### config.mk
export PLATFORM = sky130hd
export DESIGN_NAME = bg_timing_tracker
export DESIGN_NICKNAME = d
export VERILOG_FILES = /design/src/rtl/bg_timing_tracker.sv
export SDC_FILE = /design/constraint.sdc
export NUM_CORES = 2
export LEC_CHECK = 0
export ABC_AREA = 1
export ABC_CLOCK_PERIOD_IN_PS = 7000
export CAP_MARGIN = 25
export CELL_PAD_IN_SITES_DETAIL_PLACEMENT = 1
export CELL_PAD_IN_SITES_GLOBAL_PLACEMENT = 1
export CORE_AREA = 8 8 430 432
export CTS_BUF_LIST = sky130_fd_sc_hd__clkbuf_2 sky130_fd_sc_hd__clkbuf_4 sky130_fd_sc_hd__clkbuf_8
export DETAILED_ROUTE_END_ITERATION = 12
export DIE_AREA = 0 0 438 440
export GPL_TIMING_DRIVEN = 0
export HOLD_SLACK_MARGIN = 0.08
export PLACE_DENSITY_LB_ADDON = 0.1
export SETUP_SLACK_MARGIN = 0.2
export SLEW_MARGIN = 5
export SYNTH_ARGS = -nofsm -noshare
export SYNTH_HDL_FRONTEND = slang
export SYNTH_SLANG_ARGS = --single-unit
### constraint.sdc
create_clock -name clk -period 7 [get_ports clk]
set_input_delay 2.1 -clock clk [delete_from_list [all_inputs] [get_ports clk]]
set_output_delay 2.1 -clock clk [all_outputs]
set_load 0.02 [all_outputs]
### src/rtl/bg_timing_tracker.sv
module bg_timing_tracker #(
  parameter int NUM_BANKS  = 16,
  parameter int NUM_GROUPS = 4,
  parameter int CNT_W      = 32,
  parameter int T_RRD_S    = 4,
  parameter int T_RRD_L    = 6,
  parameter int T_CCD_S    = 4,
  parameter int T_CCD_L    = 6,
  localparam int BW = (NUM_BANKS > 1) ? $clog2(NUM_BANKS) : 1
) (
  input  logic                 clk,
  input  logic                 rst_n,
  input  logic                 cmd_valid,
  input  logic [1:0]           cmd_type,
  input  logic [BW-1:0]        cmd_bank,
  output logic [NUM_BANKS-1:0] act_ok,
  output logic [NUM_BANKS-1:0] col_ok
);

  localparam int  BPG      = NUM_BANKS / NUM_GROUPS;
  localparam bit  GRP_ON   = NUM_GROUPS > 1;
  localparam int  RRD_SAME = (GRP_ON && T_RRD_L > T_RRD_S) ? T_RRD_L : T_RRD_S;
  localparam int  CCD_SAME = (GRP_ON && T_CCD_L > T_CCD_S) ? T_CCD_L : T_CCD_S;

  logic [CNT_W-1:0] now;
  logic [BW-1:0]    issue_grp;
  logic             is_act, is_col;
  logic [CNT_W-1:0] act_same, act_other, col_same, col_other;

  always_ff @(posedge clk) begin
    if (!rst_n) now <= '0;
    else        now <= now + 1'b1;
  end

  assign is_act    = cmd_valid && (cmd_type == 2'b01);
  assign is_col    = cmd_valid && cmd_type[1];
  assign issue_grp = cmd_bank / BW'(BPG);
  assign act_same  = now + CNT_W'(RRD_SAME);
  assign act_other = now + CNT_W'(T_RRD_S);
  assign col_same  = now + CNT_W'(CCD_SAME);
  assign col_other = now + CNT_W'(T_CCD_S);

  for (genvar b = 0; b < NUM_BANKS; b++) begin : g_bank
    localparam logic [BW-1:0] GRP = BW'(b / BPG);
    logic [CNT_W-1:0] act_lim, col_lim;
    logic [CNT_W-1:0] act_new, col_new;
    logic             in_grp;

    assign in_grp  = (issue_grp == GRP);
    assign act_new = in_grp ? act_same : act_other;
    assign col_new = in_grp ? col_same : col_other;

    always_ff @(posedge clk) begin
      if (!rst_n) begin
        act_lim <= '0;
        col_lim <= '0;
      end else begin
        if (is_act && act_new > act_lim) act_lim <= act_new;
        if (is_col && col_new > col_lim) col_lim <= col_new;
      end
    end

    assign act_ok[b] = (now >= act_lim);
    assign col_ok[b] = (now >= col_lim);
  end

endmodule


==> results.py <==
metrics = {
    "outcome": {
        "status": "complete, no violations",
    },
    "global_routing": {
        "grt_max_degree": 29,
        "antenna_found_initial": 26,
        "global_route_total_usage_across_every_layer": 0.419,
        "grt_pass1_wl_um": 619000,
        "via_count_of_the_first_global_routing_pass": 104631,
        "grt_overflow_total": 0,
    },
    "critical_path": {
        "cp_data_required_time_ns": 7.92,
        "worst_ep_arrival_time_ns": 7.80,
        "worst_setup_path_start_kind": "flip-flop",
        "crit_type": "reg -> reg",
        "critical_path.max_fanout": 21,
        "crit_path_end_kind": "flip-flop",
    },
    "routing": {
        "detailedRoute.firstPassIterationCount": 6,
        "vias_per_cell": 6.04,
        "drtIter0Drc": 9106,
        "routed_wirelength_um": 423000,
        "drt.antenna.violating_nets": 0,
        "drt-wirelength-per-cell_um": 25.0,
        "drc_errors": 0,
        "via_count": 102054,
    },
    "sta": {
        "timing.setup.tns_ns": 0,
        "final-setup-viol-count": 0,
        "headroom_to_the_max_slew_limit": 0.190,
        "fin_ws_ns": 0.117,
        "fin_crit_ns": 6.88,
        "final_hold_viol_count": 0,
        "worstMarginPinSlew_ns": 1.22,
        "holdWs_ns": 0.479,
        "clock_skew_ns": 0.0476,
        "rsz_0062_raised_after_global_routing": "false",
        "fmaxAchievable_mhz": 145,
        "drv_slew": 0,
        "period_share": 0.983,
    },
    "placed_design": {
        "dp_worst_setup_slack_ns": -1.03,
        "gpl.final_weighted_congestion": 0.991,
        "detailed_place.area_mm2": 0.0977,
        "placement.io_buffers": 37,
        "hpwl_reported_at_the_end_of_detailed_placement_um": 292000,
    },
    "yosys": {
        "yosys-top-cells-area": "ha_1 (27%), dfxtp_1 (23%), nand2_1 (15%)",
        "post_synth_edffs": 0,
        "netlist_instances": 13931,
        "postSynthNetCount": 15962,
        "synthMostInstantiatedCell": "nand2_1",
        "synthesis.area_mm2": 0.0920,
        "post_synth_num_cell_types": 33,
        "synth_ff_type": "dfxtp_1",
        "synth_area_per_cell_um2": 6.60,
        "async_reset_ff_frac": 0,
        "synth.yosys.seq_area_share": 0.230,
        "synth_seq_cells": 1056,
        "synth_top_cells_by_count": "nand2_1 (3660), nor2_1 (2113), ha_1 (2022)",
        "synth.top_cell.area_share": 0.275,
        "ys.warnings.count": 0,
        "synth_top_cell_by_area": "ha_1",
    },
    "pwr": {
        "power.density_cell_area_mw_per_mm2": 207,
        "leakage_uw": 0.0560,
        "irDropWorstVdd_uv": 170,
        "totalPowerFinal_uw": 21400,
    },
    "layout": {
        "final_net_count": 16362,
        "drive_gt1_frac": 0.0498,
        "area_growth_syn_to_layout_pct": 12.3,
        "design_area_mm2": 0.103,
    },
    "die": {
        "starting_density_of_the_core": 0.518,
        "i_o_pins": 41,
        "height_of_the_die_um": 440,
        "die_x_um": 438,
        "coreArea_mm2": 0.178,
        "overall_die_area_mm2": 0.193,
        "floorplan.rows": 155,
    },
    "clock_tree": {
        "cts_tree": "yes",
        "cts_made_buffers": 208,
        "ctsHtreeMaxLevel": 4,
        "ctsRootBufferMaster": "clkbuf_8",
        "cts.path.max_buffers": 3,
        "worst_setup_hold_path_clk_slew_ns": 0.07,
        "clkLatencyLatePin_ns": 1.06,
        "cts.hold.buffers_added": 0,
        "cts_sinks": 1056,
    },
    "run": {
        "max_capacitance_violation_count": 0,
    },
    "worst_hold_path": {
        "min-delay-path-class": "reg -> reg",
    },
}
worst max-delay path: stages, from the launching register on:
cell	delay (ns)
dfxtp_4	0.97
buf_16	0.34
nand2_1	0.13
nor2_1	0.30
nand2_1	0.24
o21ai_1	0.20
nand2_1	0.33
o21ai_2	0.74
clkinvlp_4	0.78
ha_1	0.57
nand2_1	0.07
nor2_1	0.13
nand4_1	0.14
nor2_1	0.25
a31oi_2	0.25
nand2_1	0.43
clkbuf_1	0.56
nand2_1	0.12
nand2_1	0.10
nor2_1	0.05
state kept, by name, indices dropped and copies added (netlist names):
register        flops
now                32
g_bank.col_lim    512
g_bank.act_lim    512
report_power, final:
part           leakage, uW  switching, uW  internal, uW
Combinational       0.0449           5070          2360
Clock              0.00248           3160          4100
Sequential         0.00864            217          6510
Total               0.0560           8450         13000
placed cells by master, fill, tap and decap left out, types with 34 or more instances in the layout:
cell type / synthesis / final
o211ai_1: 38 / 38
ha_1: 2022 / 2022
a21oi_1: 1327 / 1327
o21ai_0: 281 / 273
a21o_1: 80 / 80
clkdlybuf4s50_1: 0 / 37
buf_1: 41 / 40
inv_1: 1631 / 1616
buf_4: 0 / 57
nor4_1: 36 / 35
buf_16: 0 / 64
clkbuf_4: 0 / 59
a31oi_1: 44 / 43
dfxtp_1: 1056 / 1025
o21a_1: 52 / 52
nand2_1: 3660 / 3659
diode_2: 0 / 34
nor3_1: 233 / 233
nand3_1: 658 / 658
nand4_1: 122 / 122
clkbuf_8: 0 / 280
clkbuf_1: 337 / 331
nor2_1: 2113 / 2113
metrics by stage:
| step | instances | util |
|---|---|---|
| 2_1_floorplan | 13931 | - |
| 3_3_place_gp | 16323 | 0.537 |
| 3_5_place_dp | 16412 | 0.550 |
| 4_1_cts | 16795 | 0.577 |
| 5_1_grt | 16855 | 0.581 |
| 6_report | 16887 | 0.582 |
metal layers:
metal / part of all wire / global-route usage / vias to the layer above
met5: 0.00030 / 0 / -
met4: 0.090 / 0.321 / 18
met3: 0.11 / 0.108 / 1902
met2: 0.42 / 0.645 / 4883
met1: 0.38 / 0.498 / 48974
li1: - / - / 46277
cells by family (layout without fill, tap and decap cells):
logic type,count (synthesis),after routing,share of synthesized area
AO/OA/AOI/OAI,1909,1909,0.111
XOR/XNOR,33,33,0.00322
adder cells (fa/ha/maj),2022,2022,0.275
buffers and inverters,2063,2630,0.0845
flip-flops,1056,1056,0.230
other,0,34,0
AND/OR/NAND/NOR,6848,6848,0.297
timing repair:
item,CTS,global route
buffers inserted,6,50
resized for setup,6,31
setup endpoints to repair,71,265
area by class of cell:
type	instances	area [um^2]
Antenna cell	34	85.1
Buffer	401	1550
Clock buffer	338	4280
Clock inverter	39	409
Fill cell	24036	74300
Inverter	1662	6310
Multi-Input combinational cell	10812	63400
Sequential cell	1056	21300
Tap cell	2355	2950
Timing Repair Buffer	190	3100
worst paths after layout:
path            from               endpoint  slack (ns)  cells after the start
max          now[16]  g_bank[0].act_lim[26]        0.12                     19
min           now[0]                 now[0]        0.48                      1
max reg2reg  now[16]  g_bank[0].act_lim[26]        0.12                     19
min reg2reg   now[0]                 now[0]        0.48                      1
(Power assumes the default switching activity.)
